$ cat src/rtl/scan_timing_pkg.sv
package scan_timing_pkg;

    localparam int H_BITS_DEF   = 13;
    localparam int V_BITS_DEF   = 12;
    localparam int CNT_BITS_DEF = 32;
    localparam int EVT_NUM      = 2;

    // Field placement inside the 32-bit register words
    localparam int LO_LSB  = 0;
    localparam int HI_LSB  = 16;
    localparam int EN_BIT  = 30;
    localparam int INV_BIT = 31;

    typedef enum logic [2:0] {
        ADDR_HSIZE = 3'd0,
        ADDR_VSIZE = 3'd1,
        ADDR_HSYNC = 3'd2,
        ADDR_VSYNC = 3'd3,
        ADDR_IRQ   = 3'd4,
        ADDR_SCAN  = 3'd5,
        ADDR_VBCNT = 3'd6,
        ADDR_SPARE = 3'd7
    } reg_addr_e;

endpackage

$ cat src/rtl/scan_timing_window.sv
module scan_timing_window #(
    parameter int W = 13
) (
    input  logic [W-1:0] pos,
    input  logic [W-1:0] start,
    input  logic [W-1:0] stop,
    input  logic         enable,
    input  logic         invert,
    output logic         active,
    output logic         sync_o
);

    always_comb begin
        active = enable && (pos >= start) && (pos < stop);
        sync_o = invert ^ active;
    end

endmodule

$ cat src/rtl/scan_timing_counters.sv
module scan_timing_counters #(
    parameter int HW = 13,
    parameter int VW = 12,
    parameter int CW = 32
) (
    input  logic          clk,
    input  logic          rst_n,
    input  logic [HW-1:0] h_active,
    input  logic [HW-1:0] h_total,
    input  logic [VW-1:0] v_active,
    input  logic [VW-1:0] v_total,
    output logic [HW-1:0] h_pos,
    output logic [VW-1:0] v_pos,
    output logic          de,
    output logic          vbl_pulse,
    output logic [CW-1:0] vbl_count
);

    typedef struct packed {
        logic [HW-1:0] h;
        logic [VW-1:0] v;
        logic          vbl;
        logic [CW-1:0] cnt;
    } ctr_t;

    ctr_t ctr_d, ctr_q;
    logic h_wrap, v_wrap;

    always_comb begin
        h_wrap = ({1'b0, ctr_q.h} + (HW+1)'(1)) >= {1'b0, h_total};
        v_wrap = ({1'b0, ctr_q.v} + (VW+1)'(1)) >= {1'b0, v_total};
        ctr_d     = ctr_q;
        ctr_d.vbl = 1'b0;
        if (h_wrap) begin
            ctr_d.h = '0;
            ctr_d.v = v_wrap ? '0 : ctr_q.v + VW'(1);
            ctr_d.vbl = (v_active != '0) && (ctr_d.v == v_active);
        end else begin
            ctr_d.h = ctr_q.h + HW'(1);
        end
        if (ctr_d.vbl) ctr_d.cnt = ctr_q.cnt + CW'(1);
    end

    always_ff @(posedge clk) begin
        if (!rst_n) ctr_q <= '0;
        else        ctr_q <= ctr_d;
    end

    assign h_pos     = ctr_q.h;
    assign v_pos     = ctr_q.v;
    assign vbl_pulse = ctr_q.vbl;
    assign vbl_count = ctr_q.cnt;
    assign de        = (ctr_q.h < h_active) && (ctr_q.v < v_active);

    assert_h_wrap_R2: assert property (@(posedge clk) disable iff (!rst_n)
        (({1'b0, h_pos} + (HW+1)'(1)) >= {1'b0, h_total}) |=> (h_pos == '0));

    assert_v_hold_R3: assert property (@(posedge clk) disable iff (!rst_n)
        !h_wrap |=> $stable(v_pos));

    assert_vbl_single_R7: assert property (@(posedge clk) disable iff (!rst_n)
        vbl_pulse |=> !vbl_pulse);

    assert_vbl_count_R8: assert property (@(posedge clk) disable iff (!rst_n)
        vbl_pulse |-> (vbl_count == $past(vbl_count) + CW'(1)));

endmodule

$ cat src/rtl/scan_timing_irq.sv
module scan_timing_irq #(
    parameter int NI = 2
) (
    input  logic          clk,
    input  logic          rst_n,
    input  logic [NI-1:0] src,
    input  logic          irq_we,
    input  logic [NI-1:0] clr_mask,
    input  logic [NI-1:0] en_val,
    output logic [NI-1:0] status,
    output logic [NI-1:0] enable,
    output logic          irq
);

    typedef struct packed {
        logic [NI-1:0] sts;
        logic [NI-1:0] en;
        logic [NI-1:0] prev;
    } irq_t;

    irq_t irq_d, irq_q;

    always_comb begin
        irq_d      = irq_q;
        irq_d.prev = src;
        irq_d.sts  = (irq_q.sts & ~(irq_we ? clr_mask : '0)) | (src & ~irq_q.prev);
        if (irq_we) irq_d.en = en_val;
    end

    always_ff @(posedge clk) begin
        if (!rst_n) irq_q <= '0;
        else        irq_q <= irq_d;
    end

    assign status = irq_q.sts;
    assign enable = irq_q.en;
    assign irq    = |(irq_q.sts & irq_q.en);

    for (genvar i = 0; i < NI; i++) begin : g_sticky
        assert_sts_sticky_R10: assert property (@(posedge clk) disable iff (!rst_n)
            (status[i] && !(irq_we && clr_mask[i])) |=> status[i]);
    end

endmodule

$ cat src/rtl/scan_timing_regs.sv
module scan_timing_regs
    import scan_timing_pkg::*;
#(
    parameter int HW = 13,
    parameter int VW = 12,
    parameter int NI = 2,
    parameter int CW = 32
) (
    input  logic          clk,
    input  logic          rst_n,
    input  logic          wr_en,
    input  logic [2:0]    wr_addr,
    input  logic [31:0]   wr_data,
    input  logic [2:0]    rd_addr,
    output logic [31:0]   rd_data,
    input  logic [HW-1:0] h_pos,
    input  logic [VW-1:0] v_pos,
    input  logic [NI-1:0] irq_status,
    input  logic [NI-1:0] irq_enable,
    input  logic [CW-1:0] vbl_count,
    output logic          irq_we,
    output logic [HW-1:0] h_active,
    output logic [HW-1:0] h_total,
    output logic [VW-1:0] v_active,
    output logic [VW-1:0] v_total,
    output logic [HW-1:0] hs_start,
    output logic [HW-1:0] hs_stop,
    output logic          hs_en,
    output logic          hs_inv,
    output logic [VW-1:0] vs_start,
    output logic [VW-1:0] vs_stop,
    output logic          vs_en,
    output logic          vs_inv
);

    typedef struct packed {
        logic [HW-1:0] h_act;
        logic [HW-1:0] h_tot;
        logic [VW-1:0] v_act;
        logic [VW-1:0] v_tot;
        logic [HW-1:0] hs_st;
        logic [HW-1:0] hs_sp;
        logic          hs_e;
        logic          hs_i;
        logic [VW-1:0] vs_st;
        logic [VW-1:0] vs_sp;
        logic          vs_e;
        logic          vs_i;
    } cfg_t;

    cfg_t cfg_d, cfg_q;
    logic unused_wr;

    assign unused_wr = ^wr_data;

    always_comb begin
        cfg_d = cfg_q;
        if (wr_en) begin
            case (reg_addr_e'(wr_addr))
                ADDR_HSIZE: begin
                    cfg_d.h_act = wr_data[LO_LSB +: HW];
                    cfg_d.h_tot = wr_data[HI_LSB +: HW];
                end
                ADDR_VSIZE: begin
                    cfg_d.v_act = wr_data[LO_LSB +: VW];
                    cfg_d.v_tot = wr_data[HI_LSB +: VW];
                end
                ADDR_HSYNC: begin
                    cfg_d.hs_st = wr_data[LO_LSB +: HW];
                    cfg_d.hs_sp = wr_data[HI_LSB +: HW];
                    cfg_d.hs_e  = wr_data[EN_BIT];
                    cfg_d.hs_i  = wr_data[INV_BIT];
                end
                ADDR_VSYNC: begin
                    cfg_d.vs_st = wr_data[LO_LSB +: VW];
                    cfg_d.vs_sp = wr_data[HI_LSB +: VW];
                    cfg_d.vs_e  = wr_data[EN_BIT];
                    cfg_d.vs_i  = wr_data[INV_BIT];
                end
                default: ;
            endcase
        end
    end

    always_ff @(posedge clk) begin
        if (!rst_n) cfg_q <= '0;
        else        cfg_q <= cfg_d;
    end

    always_comb begin
        rd_data = '0;
        case (reg_addr_e'(rd_addr))
            ADDR_HSIZE: begin
                rd_data[LO_LSB +: HW] = cfg_q.h_act;
                rd_data[HI_LSB +: HW] = cfg_q.h_tot;
            end
            ADDR_VSIZE: begin
                rd_data[LO_LSB +: VW] = cfg_q.v_act;
                rd_data[HI_LSB +: VW] = cfg_q.v_tot;
            end
            ADDR_HSYNC: begin
                rd_data[LO_LSB +: HW] = cfg_q.hs_st;
                rd_data[HI_LSB +: HW] = cfg_q.hs_sp;
                rd_data[EN_BIT]       = cfg_q.hs_e;
                rd_data[INV_BIT]      = cfg_q.hs_i;
            end
            ADDR_VSYNC: begin
                rd_data[LO_LSB +: VW] = cfg_q.vs_st;
                rd_data[HI_LSB +: VW] = cfg_q.vs_sp;
                rd_data[EN_BIT]       = cfg_q.vs_e;
                rd_data[INV_BIT]      = cfg_q.vs_i;
            end
            ADDR_IRQ: begin
                rd_data[LO_LSB +: NI] = irq_status;
                rd_data[HI_LSB +: NI] = irq_enable;
            end
            ADDR_SCAN: begin
                rd_data[HI_LSB +: HW] = h_pos;
                rd_data[LO_LSB +: VW] = v_pos;
            end
            ADDR_VBCNT: rd_data[CW-1:0] = vbl_count;
            default: ;
        endcase
    end

    assign irq_we   = wr_en && (wr_addr == ADDR_IRQ);
    assign h_active = cfg_q.h_act;
    assign h_total  = cfg_q.h_tot;
    assign v_active = cfg_q.v_act;
    assign v_total  = cfg_q.v_tot;
    assign hs_start = cfg_q.hs_st;
    assign hs_stop  = cfg_q.hs_sp;
    assign hs_en    = cfg_q.hs_e;
    assign hs_inv   = cfg_q.hs_i;
    assign vs_start = cfg_q.vs_st;
    assign vs_stop  = cfg_q.vs_sp;
    assign vs_en    = cfg_q.vs_e;
    assign vs_inv   = cfg_q.vs_i;

    assert_ro_ignored_R12: assert property (@(posedge clk) disable iff (!rst_n)
        (wr_en && (wr_addr >= ADDR_SCAN)) |=> $stable(cfg_q));

endmodule

$ cat src/rtl/scan_timing_gen.sv
module scan_timing_gen
    import scan_timing_pkg::*;
#(
    parameter int HW = H_BITS_DEF,
    parameter int VW = V_BITS_DEF,
    parameter int CW = CNT_BITS_DEF
) (
    input  logic        clk,
    input  logic        rst_n,
    input  logic        wr_en,
    input  logic [2:0]  wr_addr,
    input  logic [31:0] wr_data,
    input  logic [2:0]  rd_addr,
    output logic [31:0] rd_data,
    output logic        hsync,
    output logic        vsync,
    output logic        de,
    output logic        vblank,
    output logic        irq
);

    localparam int NI = EVT_NUM;

    logic [HW-1:0] h_active, h_total, hs_start, hs_stop, h_pos;
    logic [VW-1:0] v_active, v_total, vs_start, vs_stop, v_pos;
    logic          hs_en, hs_inv, vs_en, vs_inv, irq_we;
    logic          h_win, v_win;
    logic [NI-1:0] irq_status, irq_enable;
    logic [CW-1:0] vbl_count;

    scan_timing_regs #(.HW(HW), .VW(VW), .NI(NI), .CW(CW)) u_regs (
        .clk        (clk),
        .rst_n      (rst_n),
        .wr_en      (wr_en),
        .wr_addr    (wr_addr),
        .wr_data    (wr_data),
        .rd_addr    (rd_addr),
        .rd_data    (rd_data),
        .h_pos      (h_pos),
        .v_pos      (v_pos),
        .irq_status (irq_status),
        .irq_enable (irq_enable),
        .vbl_count  (vbl_count),
        .irq_we     (irq_we),
        .h_active   (h_active),
        .h_total    (h_total),
        .v_active   (v_active),
        .v_total    (v_total),
        .hs_start   (hs_start),
        .hs_stop    (hs_stop),
        .hs_en      (hs_en),
        .hs_inv     (hs_inv),
        .vs_start   (vs_start),
        .vs_stop    (vs_stop),
        .vs_en      (vs_en),
        .vs_inv     (vs_inv)
    );

    scan_timing_counters #(.HW(HW), .VW(VW), .CW(CW)) u_ctr (
        .clk       (clk),
        .rst_n     (rst_n),
        .h_active  (h_active),
        .h_total   (h_total),
        .v_active  (v_active),
        .v_total   (v_total),
        .h_pos     (h_pos),
        .v_pos     (v_pos),
        .de        (de),
        .vbl_pulse (vblank),
        .vbl_count (vbl_count)
    );

    scan_timing_window #(.W(HW)) u_hwin (
        .pos    (h_pos),
        .start  (hs_start),
        .stop   (hs_stop),
        .enable (hs_en),
        .invert (hs_inv),
        .active (h_win),
        .sync_o (hsync)
    );

    scan_timing_window #(.W(VW)) u_vwin (
        .pos    (v_pos),
        .start  (vs_start),
        .stop   (vs_stop),
        .enable (vs_en),
        .invert (vs_inv),
        .active (v_win),
        .sync_o (vsync)
    );

    scan_timing_irq #(.NI(NI)) u_irq (
        .clk      (clk),
        .rst_n    (rst_n),
        .src      ({v_win, h_win}),
        .irq_we   (irq_we),
        .clr_mask (wr_data[LO_LSB +: NI]),
        .en_val   (wr_data[HI_LSB +: NI]),
        .status   (irq_status),
        .enable   (irq_enable),
        .irq      (irq)
    );

endmodule

$ cat config.mk
export PLATFORM = sky130hd
export DESIGN_NAME = scan_timing_gen
export DESIGN_NICKNAME = d
export VERILOG_FILES = /design/src/rtl/scan_timing_pkg.sv /design/src/rtl/scan_timing_window.sv /design/src/rtl/scan_timing_counters.sv /design/src/rtl/scan_timing_irq.sv /design/src/rtl/scan_timing_regs.sv /design/src/rtl/scan_timing_gen.sv
export SDC_FILE = /design/constraint.sdc
export NUM_CORES = 1
export LEC_CHECK = 0
export BUFFER_PORTS_ARGS = -buffer_cell sky130_fd_sc_hd__buf_2
export CAP_MARGIN = 20
export CORE_UTILIZATION = 40
export DETAILED_ROUTE_END_ITERATION = 16
export PLACE_DENSITY = 0.54
export SETUP_SLACK_MARGIN = 0.5
export SLEW_MARGIN = 30
export SYNTH_ARGS = -nofsm -noshare
export SYNTH_HDL_FRONTEND = slang
export SYNTH_SLANG_ARGS = --single-unit
export TNS_END_PERCENT = 100
$ cat constraint.sdc
create_clock -name clk -period 4.44 [get_ports clk]
set_input_delay 0.666 -clock clk [delete_from_list [all_inputs] [get_ports clk]]
set_output_delay 0.666 -clock clk [all_outputs]
set_load 0.05 [all_outputs]
; Yosys cells after proc, flatten, opt, wreduce, memory -nomap -nowiden
; Index checks and enable logic that the tools add are counted.
[classes]
n_addsub = 5
n_lt_le_gt_ge = 8
n_eq_ne = 11
muxes = 12
bitwise_logic = 9
n_reduce_logical = 16
[ops]
columns = op, count
row1 = $pmux W10 S6, 2
row2 = $add A32 B1 Y32 const B, 1
row3 = $pmux W2 S7, 2
row4 = $lt A13 B13 Y1, 2
row5 = $lt A12 B12 Y1, 2
row6 = $add A13 B1 Y14 const B, 1
row7 = $ge A14 B13 Y1, 1
row8 = $add A12 B1 Y13 const B, 1
row9 = $add A13 B1 Y13 const B, 1
row10 = $ge A13 B12 Y1, 1
row11 = $ge A13 B13 Y1, 1
row12 = $add A12 B1 Y12 const B, 1
row13 = $eq A12 B12 Y1, 1
row14 = $eq A3 B2 Y1 const B, 4
row15 = $eq A3 B3 Y1 const B, 4
row16 = $ge A12 B12 Y1, 1
row17 = $mux W12, 1
row18 = $reduce_bool A12 Y1, 1
row19 = $reduce_and A2 Y1, 4
row20 = $logic_and A1 B1 Y1, 7
row21 = $and A2 B2 Y2, 3
row22 = $eq A3 B1 Y1 const B, 2
row23 = $logic_not A3 Y1, 2
row24 = $pmux W2 S3, 1
row25 = 10 further kinds, 14
[totals]
register_bits = 168
wordCells = 80

; Logic depth before layout (Yosys ltp)
; Gate-level depths: netlist (run 1).
[depth]
word_depth = 6
ltp_mapped = 18

; By module
; From an unflattened synthesis (run 1), not the netlist that was laid out.
[unflattened]
cells_unflattened = 1386
area_unflattened_um2 = 11318.4
[by_module_without_submodules]
columns = module, n_inst, cells_per_inst, area_each_um2, seq_area_each_um2
row1 = scan_timing_regs, 1, 609, 5061.1, 2082.0
row2 = scan_timing_counters, 1, 585, 4769.6, 1161.1
row3 = scan_timing_window at u_hwin, 1, 88, 631.9, 0.0
row4 = scan_timing_window at u_vwin, 1, 81, 606.8, 0.0
row5 = scan_timing_irq, 1, 23, 249.0, 120.1

; Least setup slack after synthesis (run 1)
; Ideal clock, no wire load.
[synth_path]
path_type = register to register
from = register u_ctr.ctr_q, in the netlist u_ctr.v_pos[3]
to = register u_ctr.ctr_q, in the netlist u_ctr.vbl_count[11]
t_arrival_ns = 3.928
t_required_ns = 4.370
setup_slack_ns = 0.442
path_stages_with_launch = 17
n_path_buf = 2
synth_period_minus_slack_ns = 3.998
cell_sequence = dfxtp_1 > buf_2 > nand4_1 > nor3_1 > xnor2_1 > inv_1 > ha_1 > a21oi_1 > a21oi_1 > nor4_1 > o211ai_1 > a221o_1 > a2111o_1 > or3_4 > buf_6 > or4_1 > a21oi_1
[synth_between]
elab_chain_len = 6
word_cells_on_any_way = 7
[synth_lines]
columns = item, line_no
row1 = start: declaration, scan_timing_counters.sv:26  ; ctr_t ctr_d, ctr_q;
row2 = start signal: assignment, scan_timing_counters.sv:46  ; else ctr_q <= ctr_d;
row3 = $add A12 B1 Y13, scan_timing_counters.sv:31  ; v_wrap = ({1'b0, ctr_q.v} + (VW+1)'(1)) >= {1'b0, v_total};
row4 = $ge A13 B12 Y1, scan_timing_counters.sv:31
row5 = $mux W12 (*), scan_timing_counters.sv:36  ; ctr_d.v = v_wrap ? '0 : ctr_q.v + VW'(1);
row6 = $eq A12 B12 Y1 (*), scan_timing_counters.sv:37  ; ctr_d.vbl = (v_active != '0) && (ctr_d.v == v_active);
row7 = $logic_and A1 B1 Y1 (*), scan_timing_counters.sv:37
row8 = $mux W1 (*), scan_timing_counters.sv:34  ; if (h_wrap) begin
; Mark *: on every way between the ends. The rest lies on a longest branch, timed or not.
; A chain may end at the register's enable or synchronous reset.

; Final worst setup path (run 1)
[layout_path]
from = register u_ctr.ctr_q, in the netlist u_ctr.v_pos[0]
to = register u_ctr.ctr_q, in the netlist u_ctr.vbl_count[21]
; Same word-level chain as after synthesis.

==> results.sh, run 1 <==
export IMPL_status="complete, no violations"
export IMPL_ctsHoldBuffers=0
export IMPL_grtUsageTotal=0.281
export IMPL_fin_crit_ps=3860
export IMPL_numCtsBuffers=17
export IMPL_maxCapViolCount=0
export IMPL_finalNetCount=1591
export IMPL_arrival_ps=4210
export IMPL_cpLargestDelayFamily="simple AND/OR/NAND/NOR gates"
export IMPL_synth_cell_type_count=69
export IMPL_min_path_type="in -> reg"
export IMPL_worstPathCellList="ha_4, nand3_4, nor2_4, xor2_2, ha_1, a21oi_2, o21ai_1, a21oi_2, o21ai_4, buf_4, nor4_4, a311oi_4, or3_4, or4_1, a21oi_1"
export IMPL_grt_pass1_wl_microns=56000
export IMPL_slew_headroom=0.436
export IMPL_max_freq_mhz=259
export IMPL_rsz0062_at_grt="true"
export IMPL_dr_wl_met3_microns=2420
export IMPL_cts_root_buf="clkbuf_16"
export IMPL_r2r_start="u_ctr.v_pos[0]"
export IMPL_viasPerCell=5.77
export IMPL_cp_slowest_cell="or4_1"
export IMPL_cellPowerDensity_nw_per_um2=314
export IMPL_ys_warn_count=0
export IMPL_cp_common_cell="a21oi_2"
export IMPL_grt_pass1_vias=9288
export IMPL_synth_avg_cell_area_sq_um=7.54
export IMPL_diodes=0
export IMPL_p_leak_nw=4.72
export IMPL_grt_overflow_total=0
export IMPL_core_area_sq_um=25300
export IMPL_ir_drop_mv=0.202
export IMPL_path_class="reg -> reg"
export IMPL_path_clk_slew_ps=70
export IMPL_setup_violations=0
export IMPL_drc=0
export IMPL_die_area_sq_um=26600
export IMPL_wl_met1_microns=17100
export IMPL_io_buffer_count=73
export IMPL_fin_ws_ps=584
export IMPL_wl_met2_microns=17200
export IMPL_htreeDepth=4
export IMPL_tns_ps=0
export IMPL_synth_edf_count=0
export IMPL_rows=58
export IMPL_maxSlewViolCount=0
export IMPL_finalHoldViolations=0
export IMPL_wl_per_cell_microns=20.9
export IMPL_initial_core_util=0.410
export IMPL_min_from="wr_data[31]"
export IMPL_final_period_utilization=0.869
export IMPL_startpoint="u_ctr.v_pos[0]"
export IMPL_dp_hpwl_microns=25400
export IMPL_gp_congestion=0.904
export IMPL_clkSinkCount=168
export IMPL_wl_microns=37600
export IMPL_async_reset_ff_frac=0
export IMPL_num_fill_cells=2536
export IMPL_syn_area_sq_um=10400
export IMPL_io_pins=78
export IMPL_grt_antenna_before_repair=0
export IMPL_synthToLayoutAreaGrowth_pct=17.8
export IMPL_whs_ps=470
export IMPL_grt_start_max_net_pins=80
export IMPL_critPathBufInv=1
export IMPL_die_y_microns=163
export IMPL_vias=10400
export IMPL_ys_flop_type="dfxtp_1"
export IMPL_drive_above_1_share=0.156
export IMPL_clockBufferDepth=2
export IMPL_drt_first_iter_violations=877
export IMPL_insertion_delay_ps=440
export IMPL_cp_required_ps=4800
export IMPL_worst_pin_slew_ps=846
export IMPL_detail_route_antenna_nets=0
export IMPL_die_w_microns=163
export IMPL_start_kind="flip-flop"
export IMPL_dr_pass1_iters=7
export IMPL_post_place_ws_ps=220
export IMPL_crit_fanout=7
export IMPL_cts_tree="yes"
export IMPL_ys_seq_area_frac=0.324
export IMPL_r2r_slack_ps=580
export IMPL_final_setup_skew_ps=15.5
export IMPL_dr_max_layer_used="met4"
export IMPL_max_stage_delay_ps=530
export IMPL_syn_inst=1375
export IMPL_ys_seq_elements=168
export IMPL_syn_nets=1515
export IMPL_end_kind="flip-flop"
[synth_stat cells, types with 3 or more instances]
library cell	instances	area, sq um
nand2_1	249	935
a21oi_1	181	906
dfxtp_1	168	3360
inv_1	110	413
ha_1	99	1240
clkbuf_1	66	248
a22oi_1	60	450
nor2_1	60	225
nand3_1	51	255
o21ai_0	48	240
and3_1	30	188
or3_1	22	138
xnor2_1	17	149
nand4_1	15	93.8
nor3_1	15	75.1
o31ai_1	14	105
a21o_1	13	97.6
mux2i_1	13	130
nor2b_1	13	81.3
or4_1	11	82.6
xor2_1	10	87.6
nand2b_1	8	50.1
nor4_1	8	50.1
buf_2	7	35.0
a22o_1	5	43.8
a31oi_1	5	31.3
buf_1	5	18.8
a221o_1	4	40.0
and4_1	4	35.0
nor3b_1	4	30.0
o2111ai_1	4	35.0
o211ai_1	4	30.0
a211oi_1	3	22.5
and2_1	3	18.8
o21a_1	3	22.5
or2_2	3	18.8
[power by group]
group / leakage, nW / switching, mW / internal [mW]
sequential: 1.36 / 0.0389 / 1.54
combinational: 3.06 / 0.459 / 0.228
clock: 0.295 / 0.714 / 0.861
total: 4.72 / 1.21 / 2.63
[cell families (layout without fill, tap and decap cells)]
family | count (synthesis) | count (layout) | share of synthesized area
simple gates | 511 | 516 | 0.234
compound gates | 365 | 365 | 0.213
buf+inv | 191 | 275 | 0.0710
flops | 168 | 168 | 0.324
fa+ha+maj | 99 | 99 | 0.119
xor+xnor | 28 | 28 | 0.0250
mux | 13 | 13 | 0.0125
[sequential cells by signal, summed over array words and instances, names as in the netlist, 2 cells and up]
register / count
u_regs.hs_stop: 13
u_regs.vs_stop: 12
u_regs.h_total: 13
u_ctr.h_pos: 13
u_ctr.v_pos: 12
u_regs.h_active: 13
u_irq.irq_q: 2
u_irq.status: 2
u_irq.enable: 2
u_ctr.vbl_count: 32
u_regs.v_active: 12
u_regs.vs_start: 12
u_regs.hs_start: 13
u_regs.v_total: 12
[layer usage]
metal  vias up  GRT usage
li1       4987          -
met1      4945      0.382
met2       372      0.455
met3        46     0.0424
met4         0     0.0909
met5         -          0
[stage by stage]
stage	area [sq um]	util	std cells	total power, mW
after detailed placement	11200	0.444	1744	2.20
after CTS	12000	0.473	1784	3.79
after global routing	12200	0.483	1794	3.97
final	12200	0.483	1794	3.84
after global placement	11200	0.444	1744	2.19
after floorplan	10400	-	1375	1.98
[layout by cell type, fill, tap and decap left out, types with 15 or more instances in the layout]
cell       count
nand2_1      249
or3_1         22
and3_1        30
inv_1        110
nor2_1        53
xnor2_1       15
a22oi_1       60
buf_4         56
ha_1          96
clkbuf_16     17
nand4_1       15
dfxtp_1      156
buf_2         72
a21oi_1      176
o21ai_0       44
nand3_1       49
[worst register-to-register path, stage by stage (launching register included)]
cell,delay [ps]
dfxtp_4,380
ha_4,170
nand3_4,180
nor2_4,180
xor2_2,200
ha_1,300
a21oi_2,140
o21ai_1,100
a21oi_2,200
o21ai_4,100
buf_4,180
nor4_4,340
a311oi_4,120
or3_4,520
or4_1,530
a21oi_1,160
[layout make-up]
cell class              instances  area, sq um  area share
clock inverters                14          161      0.0132
well taps                     330          413      0.0338
inverters                     111          419      0.0343
multi-input cells            1021         6560       0.536
clock buffers                  18          439      0.0359
repair buffers                132          843      0.0690
flip-flops and latches        168         3390       0.277
[path summary, 6_finish.rpt]
kind / to / depth (start not counted)
setup / recovery: u_ctr.vbl_count[21] / 15
hold / removal: u_regs.vs_inv / 3
setup reg to reg: u_ctr.vbl_count[21] / 15
hold reg to reg: u_regs.v_total[5] / 2
[timing repair]
action | in CTS | in global routing
resized for setup | 19 | 43
pin swaps | 5 | 19
endpoints found under the setup margin | 29 | 34
gates cloned | 3 | 2
buffers inserted | 5 | 8
Power figures use the tool's default switching activity.
==> run 2, diff against run 1 <==
==> constraint.sdc (replaced) <==
create_clock -name clk -period 4.44 [get_ports clk]
set_input_delay 0.444 -clock clk [delete_from_list [all_inputs] [get_ports clk]]
set_output_delay 0.444 -clock clk [all_outputs]
set_load 0.05 [all_outputs]
==> run 2 against run 1 <==
  * Sequential share of layout area shrank 0.23 points
  * Critical path depth unchanged
  * Largest power group is now clock
  * Largest cell class unchanged
  * Die area unchanged
  * First-iteration DRC count increased by 7.8%
  * Clock skew grew 4.1 ps
  * Register-to-register slack is essentially flat
  * Highest routed layer unchanged
  * Non-clock buffer count rose by 3
  * Setup slack improved by 14 ps
==> results.sh, run 2 (synthesis gave the netlist of run 1 again) <==
export IMPL_clockBufferDepth=2
export IMPL_grt_pass1_wl_microns=56600
export IMPL_setup_violations=0
export IMPL_cp_required_ps=4810
export IMPL_switching_share=0.310
export IMPL_grt_start_max_net_pins=80
export IMPL_grt_overflow_total=0
export IMPL_drt_first_iter_violations=945
export IMPL_arrival_ps=4210
export IMPL_crit_fanout=8
export IMPL_grt_antenna_before_repair=0
export IMPL_tns_ps=0
export IMPL_path_class="reg -> reg"
export IMPL_drc=0
export IMPL_internal_power_mw=2.66
export IMPL_maxCapViolCount=0
export IMPL_combPwrFrac=0.174
export IMPL_final_cell_mix="nand2_1, a21oi_1, dfxtp_1"
export IMPL_final_setup_skew_ps=19.7
export IMPL_rsz0062_at_grt="true"
export IMPL_cellPowerDensity_nw_per_um2=313
export IMPL_hold_depth=3
export IMPL_rr_worst_depth=15
export IMPL_cts_tree="yes"
export IMPL_insertion_delay_ps=450
export IMPL_fin_area_sq_um=12300
export IMPL_htreeDepth=4
export IMPL_ir_drop_mv=0.205
export IMPL_min_path_type="in -> reg"
export IMPL_finalNetCount=1594
export IMPL_die_y_microns=163
export IMPL_path_clk_slew_ps=70
export IMPL_detail_route_antenna_nets=0
export IMPL_grtUsageTotal=0.284
export IMPL_p_leak_nw=4.77
export IMPL_io_pins=78
export IMPL_dpl_cell_area_sq_um=11200
export IMPL_worst_pin_slew_ps=865
export IMPL_drive_above_1_share=0.168
export IMPL_core_area_sq_um=25300
export IMPL_fin_crit_ps=3840
export IMPL_numCtsBuffers=17
export IMPL_io_buffer_count=73
export IMPL_start_kind="flip-flop"
export IMPL_status="complete, no violations"
export IMPL_gp_congestion=0.884
export IMPL_post_place_ws_ps=132
export IMPL_die_area_sq_um=26600
export IMPL_fin_ws_ps=598
export IMPL_final_common_cell="nand2_1"
export IMPL_clkSinkCount=168
export IMPL_cts_root_buf="clkbuf_16"
export IMPL_vias=10300
export IMPL_maxSlewViolCount=0
export IMPL_power_switching_mw=1.20
export IMPL_max_freq_mhz=260
export IMPL_wl_microns=37400
export IMPL_die_w_microns=163
export IMPL_viasPerCell=5.74
export IMPL_largest_reg_flops=32
export IMPL_power_frac_seq=0.410
export IMPL_final_period_utilization=0.865
export IMPL_wl_per_cell_microns=20.8
export IMPL_synthToLayoutAreaGrowth_pct=18.9
export IMPL_diodes=0
export IMPL_slew_headroom=0.423
export IMPL_initial_core_util=0.410
export IMPL_end_kind="flip-flop"
export IMPL_dp_hpwl_microns=25600
export IMPL_clkPwrFrac=0.416
export IMPL_num_fill_cells=2545
export IMPL_dr_pass1_iters=5
export IMPL_rows=58
export IMPL_finalHoldViolations=0
export IMPL_grt_pass1_vias=9345
==> run 2: worst paths after layout <==
path                startpoint                  to  slack, ps
max             u_ctr.h_pos[5]  u_ctr.vbl_count[9]        600
min reg2reg  u_regs.vs_stop[3]   u_regs.vs_stop[3]        470
min                wr_data[31]       u_regs.vs_inv        250
max reg2reg     u_ctr.h_pos[5]  u_ctr.vbl_count[9]        600
==> run 2: what timing repair did <==
item                                    CTS  global route
cloned                                    3             2
gates resized for setup                  14            63
endpoints found under the hold margin     0             0
endpoints found under the setup margin   30            32
setup buffers                             2            16
pin swaps                                 5            34
hold buffers                              0             0
==> run 2: critical path: stages (launching register included) <==
cell and delay, ps:
dfxtp_4 350, inv_1 90, nor4_4 290, buf_4 170, nand4_1 150, xnor2_2 210
ha_1 290, o211ai_1 100, a21oi_1 140, a211oi_1 60, and3_2 260, a2111o_1 490
buf_4 190, or3_4 460, or3_1 370, a21oi_1 140
==> run 2: metrics by stage <==
stage | utilization | std cells | total power, mW | hold slack [ps]
final | 0.487 | 1797 | 3.86 | 246
after global routing | 0.487 | 1797 | 4.01 | 262
after CTS | 0.470 | 1779 | 3.82 | 235
after detailed placement | 0.442 | 1742 | 2.19 | 463
after global placement | 0.442 | 1742 | 2.18 | 458
after floorplan | - | 1375 | 1.98 | 445
==> run 2: power groups by stage <==
stage	Combinational (mW)	Clock [mW]	Sequential, mW
after floorplan	0.380	0	1.60
after global placement	0.573	0	1.61
after detailed placement	0.579	0	1.61
after CTS	0.615	1.63	1.58
after global routing	0.728	1.70	1.59
final	0.673	1.61	1.58
==> run 2: cell type report <==
| type | count | area (sq um) | area share |
|---|---|---|---|
| multi-input cells | 1021 | 6620 | 0.537 |
| inverters | 111 | 419 | 0.0340 |
| repair buffers | 135 | 871 | 0.0706 |
| clock buffers | 17 | 425 | 0.0345 |
| clock inverters | 15 | 190 | 0.0154 |
| well taps | 330 | 413 | 0.0335 |
| flip-flops and latches | 168 | 3390 | 0.275 |
==> run 2: layer usage <==
layer / track usage / routed length, microns
met5: 0 / 0
met2: 0.456 / 17000
met1: 0.383 / 17200
met4: 0.0888 / 958
met3: 0.0523 / 2280
